<file path="src/rtl/tfg_pkg.sv">
// Shared constants and types for the trigger FIFO occupancy guard.
// Assumes: event sizes and buffer depth are fixed by the front-end chip.
package tfg_pkg;
    localparam int unsigned FIFO_DEPTH  = 32;
    localparam int unsigned SMALL_EVT   = 3;
    localparam int unsigned LARGE_EVT   = 6;
    localparam int unsigned CPS_NOMINAL = 140;
    localparam int unsigned THR_NOMINAL = 26;

    // Event length selected by the per-trigger mode bit.
    typedef enum logic {
        EVT_SMALL = 1'b0,
        EVT_LARGE = 1'b1
    } evt_kind_e;
endpackage

</file>
<file path="src/rtl/tfg_spacing.sv">
// Guard-window timer: after each accepted trigger it holds busy for
// (gap - 1) cycles, where gap depends on the event length.
// Assumes: accept is never high while busy is high (the top gates it).
module tfg_spacing
    import tfg_pkg::*;
#(
    parameter int unsigned SMALL_GAP = SMALL_EVT,
    parameter int unsigned LARGE_GAP = LARGE_EVT
) (
    input  logic      clk,
    input  logic      rst_n,
    input  logic      accept,
    input  evt_kind_e accept_kind,
    output logic      busy
);
    localparam int unsigned MAX_GAP = (LARGE_GAP > SMALL_GAP) ? LARGE_GAP : SMALL_GAP;
    localparam int unsigned HOLD_W  = $clog2(MAX_GAP + 1);

    logic [HOLD_W-1:0] hold_q;

    // Load the remaining guard length on acceptance, otherwise count down to zero.
    always_ff @(posedge clk) begin
        if (!rst_n) begin
            hold_q <= '0;
        end else if (accept) begin
            hold_q <= (accept_kind == EVT_LARGE) ? HOLD_W'(LARGE_GAP - 1)
                                                 : HOLD_W'(SMALL_GAP - 1);
        end else if (hold_q != '0) begin
            hold_q <= hold_q - 1'b1;
        end
    end

    assign busy = (hold_q != '0);
endmodule

</file>
<file path="src/rtl/tfg_drain.sv">
// Readout-rate timer: while the modelled level is non-zero it counts clock
// cycles and pulses tick once every cfg_cps cycles (every cycle for 0 or 1).
// Assumes: active drops to zero when the level is empty, which restarts the count.
module tfg_drain #(
    parameter int unsigned CPS_W = 8
) (
    input  logic             clk,
    input  logic             rst_n,
    input  logic             active,
    input  logic [CPS_W-1:0] cfg_cps,
    output logic             tick
);
    logic [CPS_W-1:0] cnt_q;
    logic [CPS_W:0]   cnt_inc;

    // Cycles elapsed in the current sample period, including this one.
    always_comb begin
        cnt_inc = {1'b0, cnt_q} + 1'b1;
        tick    = active && (cnt_inc >= {1'b0, cfg_cps});
    end

    // Restart on empty level or on each drain step, else advance.
    always_ff @(posedge clk) begin
        if (!rst_n) begin
            cnt_q <= '0;
        end else if (!active || tick) begin
            cnt_q <= '0;
        end else begin
            cnt_q <= cnt_inc[CPS_W-1:0];
        end
    end
endmodule

</file>
<file path="src/rtl/tfg_level.sv">
// Occupancy register: adds the event size on acceptance, subtracts one on a
// drain tick, clamps at DEPTH and latches an error when clamping is needed.
// Assumes: sub is only high while the level is non-zero.
module tfg_level
    import tfg_pkg::*;
#(
    parameter int unsigned DEPTH     = FIFO_DEPTH,
    parameter int unsigned SMALL_AMT = SMALL_EVT,
    parameter int unsigned LARGE_AMT = LARGE_EVT,
    parameter int unsigned OCC_W     = $clog2(DEPTH + LARGE_AMT + 1)
) (
    input  logic             clk,
    input  logic             rst_n,
    input  logic             add_en,
    input  evt_kind_e        add_kind,
    input  logic             sub,
    output logic [OCC_W-1:0] occ,
    output logic             overflow_err
);
    logic [OCC_W:0] add_amt;
    logic [OCC_W:0] level_next;
    logic           too_full;

    // Next level before clamping, computed one bit wider than the level.
    always_comb begin
        add_amt    = '0;
        if (add_en) begin
            add_amt = (add_kind == EVT_LARGE) ? (OCC_W+1)'(LARGE_AMT)
                                              : (OCC_W+1)'(SMALL_AMT);
        end
        level_next = {1'b0, occ} + add_amt - {{OCC_W{1'b0}}, sub};
        too_full   = (level_next > (OCC_W+1)'(DEPTH));
    end

    // Register the level with clamping; set the sticky flag on clamp.
    always_ff @(posedge clk) begin
        if (!rst_n) begin
            occ          <= '0;
            overflow_err <= 1'b0;
        end else begin
            occ          <= too_full ? OCC_W'(DEPTH) : level_next[OCC_W-1:0];
            overflow_err <= overflow_err | too_full;
        end
    end
endmodule

</file>
<file path="src/rtl/trig_fifo_guard.sv">
// Top of the trigger FIFO occupancy guard. Models a remote 32-sample trigger
// buffer from the trigger history and the readout rate, and vetoes raw
// triggers that would push it past the threshold or that fall inside the
// chip's guard window. Discarded triggers are counted (saturating).
// Assumes: configuration inputs are static or change synchronously to clk.
module trig_fifo_guard
    import tfg_pkg::*;
#(
    parameter  int unsigned DEPTH     = FIFO_DEPTH,
    parameter  int unsigned SMALL_AMT = SMALL_EVT,
    parameter  int unsigned LARGE_AMT = LARGE_EVT,
    parameter  int unsigned CPS_W     = 8,
    parameter  int unsigned DROP_W    = 16,
    localparam int unsigned OCC_W     = $clog2(DEPTH + LARGE_AMT + 1)
) (
    input  logic              clk,
    input  logic              rst_n,
    input  logic              trig_in,
    input  logic              trig_six,
    input  logic [OCC_W-1:0]  cfg_threshold,
    input  logic [CPS_W-1:0]  cfg_cycles_per_sample,
    output logic              trig_out,
    output logic              veto,
    output logic [OCC_W-1:0]  occupancy,
    output logic              overflow_err,
    output logic [DROP_W-1:0] drop_count
);
    evt_kind_e      kind;
    logic [OCC_W:0] want_level;
    logic           above_ceiling;
    logic           guard_busy;
    logic           accept;
    logic           drain_tick;

    // Veto from the prospective level and from the guard window.
    always_comb begin
        kind          = evt_kind_e'(trig_six);
        want_level    = {1'b0, occupancy} + ((kind == EVT_LARGE) ? (OCC_W+1)'(LARGE_AMT)
                                                                 : (OCC_W+1)'(SMALL_AMT));
        above_ceiling = (want_level > {1'b0, cfg_threshold});
        veto          = above_ceiling | guard_busy;
        accept        = trig_in & ~veto;
    end

    tfg_spacing #(
        .SMALL_GAP (SMALL_AMT),
        .LARGE_GAP (LARGE_AMT)
    ) u_spacing (
        .clk         (clk),
        .rst_n       (rst_n),
        .accept      (accept),
        .accept_kind (kind),
        .busy        (guard_busy)
    );

    tfg_drain #(
        .CPS_W (CPS_W)
    ) u_drain (
        .clk     (clk),
        .rst_n   (rst_n),
        .active  (occupancy != '0),
        .cfg_cps (cfg_cycles_per_sample),
        .tick    (drain_tick)
    );

    tfg_level #(
        .DEPTH     (DEPTH),
        .SMALL_AMT (SMALL_AMT),
        .LARGE_AMT (LARGE_AMT),
        .OCC_W     (OCC_W)
    ) u_level (
        .clk          (clk),
        .rst_n        (rst_n),
        .add_en       (accept),
        .add_kind     (kind),
        .sub          (drain_tick),
        .occ          (occupancy),
        .overflow_err (overflow_err)
    );

    // Forward accepted triggers one cycle later.
    always_ff @(posedge clk) begin
        if (!rst_n) begin
            trig_out <= 1'b0;
        end else begin
            trig_out <= accept;
        end
    end

    // Count vetoed raw triggers, holding at all-ones.
    always_ff @(posedge clk) begin
        if (!rst_n) begin
            drop_count <= '0;
        end else if (trig_in && veto && (drop_count != '1)) begin
            drop_count <= drop_count + 1'b1;
        end
    end
endmodule

</file>
<file path="config.mk">
export PLATFORM = sky130hd
export DESIGN_NAME = trig_fifo_guard
export DESIGN_NICKNAME = d
export VERILOG_FILES = /design/src/rtl/tfg_pkg.sv /design/src/rtl/tfg_spacing.sv /design/src/rtl/tfg_drain.sv /design/src/rtl/tfg_level.sv /design/src/rtl/trig_fifo_guard.sv
export SDC_FILE = /design/constraint.sdc
export NUM_CORES = 1
export LEC_CHECK = 0
export BUFFER_PORTS_ARGS = -buffer_cell sky130_fd_sc_hd__buf_4
export CAP_MARGIN = 20
export CELL_PAD_IN_SITES_DETAIL_PLACEMENT = 0
export CELL_PAD_IN_SITES_GLOBAL_PLACEMENT = 2
export CORE_UTILIZATION = 31
export CTS_CLUSTER_DIAMETER = 80
export DETAILED_ROUTE_END_ITERATION = 6
export PLACE_DENSITY = 0.82
export SYNTH_ARGS = -nofsm -noshare
export SYNTH_HDL_FRONTEND = slang
export SYNTH_HIERARCHICAL = 1
export SYNTH_SLANG_ARGS = --single-unit
</file>
<file path="constraint.sdc">
create_clock -name clk -period 4.6 [get_ports clk]
set_clock_uncertainty 0.1 [all_clocks]
set_input_delay 0.92 -clock clk [delete_from_list [all_inputs] [get_ports clk]]
set_output_delay 0.92 -clock clk [all_outputs]
set_load 0.02 [all_outputs]
</file>
# --- Word-level counts from Yosys, hierarchy flattened ---
# Cells that the tools add are included.
word_totals:
  register_bits: 35
  in_bits: 18
  output_inout_bits: 25
  wordCells: 38
classes:
  add_sub_neg: 6
  n_lt_le_gt_ge: 3
  eq_ne: 1
  mux: 6
  bitwise_logic: 5
  n_reduce_logical: 10
ops:
  columns: ["op", "count"]
  rows:
  - ["adder 16 x 1 -> 16 bit (second input constant)", 1]
  - ["!= test 16 bit (second input constant)", 1]
  - ["two-way mux 3 bit", 5]
  - ["adder 6 x 7 -> 7 bit", 2]
  - ["adder 8 x 1 -> 9 bit (second input constant)", 1]
  - ["greater-or-equal comparator 9 x 8 -> 1 bit", 1]
  - ["greater-than comparator 7 x 6 -> 1 bit", 1]
  - ["greater-than comparator 7 x 6 -> 1 bit (second input constant)", 1]
  - ["subtractor 7 x 1 -> 7 bit", 1]
  - ["two-way mux 6 bit", 1]
  - ["nonzero test 6 bit", 1]
  - ["OR reduction 2 bit", 2]
  - ["logical AND 1 bit", 3]
  - ["nonzero test 3 bit", 1]
  - ["subtractor 3 x 1 -> 3 bit (second input constant)", 1]
  - ["inverter 1 bit", 2]
  - ["bitwise OR 1 bit", 2]
  - ["nonzero test 2 bit", 1]
  - ["bitwise AND 1 bit", 1]
  - ["logical NOT 1 bit", 1]
  - ["logical OR 1 bit", 1]

# --- Longest topological paths before layout ---
depth:
  word_depth: 11
  mapped_depth: 23
  ltp_nobuf: 23

# --- Hierarchy ---
# Netlist, hierarchy kept.
modules_own_cells:
  columns: ["mod", "n_inst", "cells_per_inst", "area_per_inst_um2", "seq_area_each_um2"]
  rows:
  - ["trig_fifo_guard", 1, 150, 1219.9, 340.3]
  - ["tfg_drain", 1, 61, 626.9, 160.2]
  - ["tfg_level", 1, 68, 579.3, 140.1]
  - ["tfg_spacing", 1, 19, 195.2, 60.1]

# --- Worst setup path before layout ---
# No wires, ideal clock.
synth_path:
  path_kind: "input-to-reg"
  start: "input port trig_six"
  end: "register u_level.occ[1]"
  setup_time_ns: 0.117
  arrival_time_ns: 4.517
  required_time_ns: 4.383
  setup_slack_ns: -0.134
  stages: 20
  n_path_buf: 0
  path_cell_list: "ha_1 -> o21a_1 -> nor2_1 -> nor2_1 -> xor2_1 -> ha_1 -> a21oi_1 -> nand2_1 -> o22ai_1 -> and3_1 -> nand2b_1 -> ha_1 -> inv_1 -> ha_1 -> fa_1 -> a211oi_1 -> nor2_1 -> xnor2_1 -> a31oi_2 -> and4b_1"
synth_via:
  elab_chain_len: 11
synth_lines:
  columns: ["item", "line", "rtl"]
  rows:
  - ["from (decl)", "trig_fifo_guard.sv:19", "input logic trig_six,"]
  - ["two-way mux 3 bit (*)", "trig_fifo_guard.sv:38", "want_level = {1'b0, occupancy} + ((kind == EVT_LARGE) ? (OCC_W+1)'(LARGE_AMT)"]
  - ["adder 6 x 7 -> 7 bit (*)", "trig_fifo_guard.sv:38", null]
  - ["greater-than comparator 7 x 6 -> 1 bit (*)", "trig_fifo_guard.sv:40", "above_ceiling = (want_level > {1'b0, cfg_threshold});"]
  - ["bitwise OR 1 bit (*)", "trig_fifo_guard.sv:41", "veto = above_ceiling | guard_busy;"]
  - ["inverter 1 bit (*)", "trig_fifo_guard.sv:42", "accept = trig_in & ~veto;"]
  - ["bitwise AND 1 bit (*)", "trig_fifo_guard.sv:42", null]
  - ["net accept", "trig_fifo_guard.sv:32", "logic accept;"]
  - ["two-way mux 3 bit (*)", "tfg_level.sv:27", "if (add_en) begin"]
  - ["adder 6 x 7 -> 7 bit (*)", "tfg_level.sv:31", "level_next = {1'b0, occ} + add_amt - {{OCC_W{1'b0}}, sub};"]
  - ["subtractor 7 x 1 -> 7 bit (*)", "tfg_level.sv:31", null]
  - ["greater-than comparator 7 x 6 -> 1 bit", "tfg_level.sv:32", "too_full = (level_next > (OCC_W+1)'(DEPTH));"]
  - ["OR reduction 2 bit (no source line)", null, null]
  - ["to (signal assigned)", "tfg_level.sv:41", "occ <= too_full ? OCC_W'(DEPTH) : level_next[OCC_W-1:0];"]
  - ["to (decl)", "tfg_level.sv:17", "output logic [OCC_W-1:0] occ,"]
# Mark *: on every way through the listed nets, which the timed path passes. The rest lies on a longest branch.
# A chain may end at the register's enable or synchronous reset.

# --- Final worst setup path ---
# Ends and elaborated chain as after synthesis.

==> run summary <==
WP data required = 4.68 ns
clock share of power = 12.3%
port bufs = 42
Wirelength per Cell = 12.45 um
FF+latch count, synth = 35
via count = 2291
number of synthesized flops with an enable pin = 0
hpwl dp = 4429 um
I/O pins = 43
top_reg_cell synth = dfxtp_1
initial antenna violation count = 0
Core Util, Final = 40.73%
critical path class = primary input to register
core area = 8217 sq um
syn avg cell area = 8.796 sq um
Switch Pwr = 0.0008716 W
most frequent cells in the layout = 57 x buf_4, 37 x inv_1, 35 x dfxtp_1
hold buffers post-CTS = 0
latest clock arrival within the worst-skew pair = 0.29 ns
Pre-Repair DR Iteration Count = 4
H-tree Lvls = 2
die area = 8828 sq um
Die H = 93.96 um
DRC viols = 0
Yosys cell types = 68
Post-Syn Area = 2621 sq um
Min-Delay Path Class = register to register
Die X-Extent = 93.96 um
total gr overflow = 0
sequential share of the synthesized area = 26.73%
CTS Buffer Depth = 2
commonest non-fill, non-tap cell in the layout = buf_4
FP Rows = 33
GP Congestion = 0.7402
Max-slew headroom = 66.11%
layout cells sized above 1 = 31.09%
starting density of the core = 31.90%
Synth Warn # = 6
post-route minimum period = 4.399 ns
area delta synth->final = 27.68%
Slew Limit Fails = 0
n_diodes = 0
PwrDens = 597.1 nW/um^2
Syn Nets = 347
first-pass GRT wire length = 9770 um
DR iter-0 viols = 53
crit path launch type = primary input
DP Cell Count = 451
CP endpoint kind = register
fin cells = 462
CP Max Fanout = 5
mean number of vias per cell = 4.959
clk slew on worst S/H paths = 0.07 ns
max-capacitance violation count = 0
CTS tree = done
status = finished, final reports clean
# setup viols final = 0
CTS sink count = 35
Logic pwr share = 66.4%
final wirelength = 5754 um
Pint = 0.001127 W
Least-Margin Pin Slew = 0.5079 ns
root buf cell = clkbuf_8
vias in the first global route = 2166
Max VDD drop = 829.0 uV
endpoints failing hold = 0
Gate Count Post-Synth = 298
Critical Path AT = 4.48 ns
Reg power frac = 21.3%
Net Sw Frac = 43.61%
largest net degree at the start of global routing = 31
cts bufs inserted = 5
Nets = 405
Tcrit/Tclk final = 95.63%
DRT antenna net count = 0
ys async rst share = 0%
FMAX = 0.2273 GHz
leakage power = 1.460 nW
gr usage total = 13.80%
==> cells in the mapped netlist (all sizes together) (3+ instances only) <==
library cell	n	area (sq um)
xnor2	8	77.58
nor3b	13	117.6
buf	4	32.53
a21o	4	30.03
xor2	5	58.81
and3	5	32.53
or4	6	45.04
a31oi	3	25.02
nand2	12	52.55
nor2	13	58.81
nand3	18	107.6
nor3	4	20.02
and2	3	23.78
ha	30	375.4
nor2b	5	48.80
and4b	3	30.03
o21a	4	30.03
nand2b	5	38.78
o21ai	13	76.32
a211oi	4	30.03
a21oi	16	80.08
dfxtp	35	700.7
o31ai	6	45.04
or3	7	43.79
inv	39	146.4
nand4	8	56.30
==> power by group through the flow <==
stage	registers (W)	clock network [W]	logic [W]
global placement	0.000433	0	0.00111
CTS	0.000426	0.000260	0.00113
detailed placement	0.000433	0	0.00112
global route	0.000434	0.000272	0.00150
floorplan	0.000445	0	0.000834
finish	0.000425	0.000246	0.00133
==> flip-flops by register name, summed over array words and instances (netlist names) <==
register              cells
drop_count               16
u_drain/cnt_q             8
u_level/occ               6
u_spacing/hold_q          3
trig_out                  1
u_level/overflow_err      1
==> logic make-up after synthesis <==
| family | count (synthesis) | synth area share [%] |
|---|---|---|
| XOR/XNOR | 13 | 5.203 |
| AND/OR/NAND/NOR | 111 | 29.02 |
| adder cells (fa/ha/maj) | 31 | 15.08 |
| flip-flops | 35 | 26.73 |
| multiplexers | 1 | 0.3819 |
| AO/OA/AOI/OAI | 62 | 16.23 |
| buffers and inverters | 45 | 7.351 |
==> worst paths after layout <==
path,slack [ns],cells after the start,endpoint,start
hold / removal,0.41,2,drop_count[11],drop_count[11]
setup reg to reg,0.49,21,u_level/occ[1],u_level/occ[0]
setup / recovery,0.20,23,u_level/occ[1],trig_six
hold reg to reg,0.41,2,drop_count[11],drop_count[11]
==> repair_timing <==
item                                    4_1_cts  5_1_grt
endpoints found under the setup margin        0        7
setup buffers                                 0        3
hold endpoints to repair                      0        0
resized for setup                             0       18
==> routing by layer <==
layer  GRT usage, %  vias to the layer above  share of wire, %
li1               -                     1189                 -
met1          17.62                     1075                48
met2          24.03                       22                49
met3          2.427                        5               2.1
met4          3.077                        0              0.73
met5              0                        -                 0
==> metrics by stage <==
| step | hold slack, ns | power (W) | instance area (sq um) | setup slack [ns] | TNS [ns] |
|---|---|---|---|---|---|
| finish | 0.4083 | 0.001998 | 3347 | 0.2009 | 0 |
| global route | 0.4379 | 0.002203 | 3347 | -0.02786 | -0.04838 |
| CTS | 0.4116 | 0.001814 | 3228 | 0.04859 | 0 |
| detailed placement | 0.4009 | 0.001556 | 3124 | -0.2570 | -1.192 |
| global placement | 0.3928 | 0.001547 | 3124 | -0.1584 | -0.5948 |
| floorplan | 0.4146 | 0.001279 | 2634 | 0.02010 | 0 |
==> critical path, stage by stage <==
cell and delay (ns):
buf_4 0.13, inv_2 0.04, ha_2 0.16, inv_1 0.04, ha_2 0.16, inv_1 0.05
a21o_1 0.11, nand2_1 0.06, xnor2_1 0.15, ha_1 0.33, nand3_1 0.09, nand2_1 0.06
o22ai_2 0.13, and3_4 0.23, inv_1 0.05, ha_1 0.26, inv_1 0.08, ha_4 0.27
a211oi_2 0.07, or4b_1 0.50, o2111a_2 0.20, a31oi_4 0.17, and4b_1 0.21
==> final cells by class <==
type                            count  area, sq um
Clock buffer                        7        96.34
Clock inverter                      1        7.507
Fill cell                         825         4870
Inverter                           39        146.4
Multi-Input combinational cell    218         1837
Sequential cell                    35        700.7
Tap cell                          105        131.4
Timing Repair Buffer               57        427.9
Power figures use the tool's default switching activity.
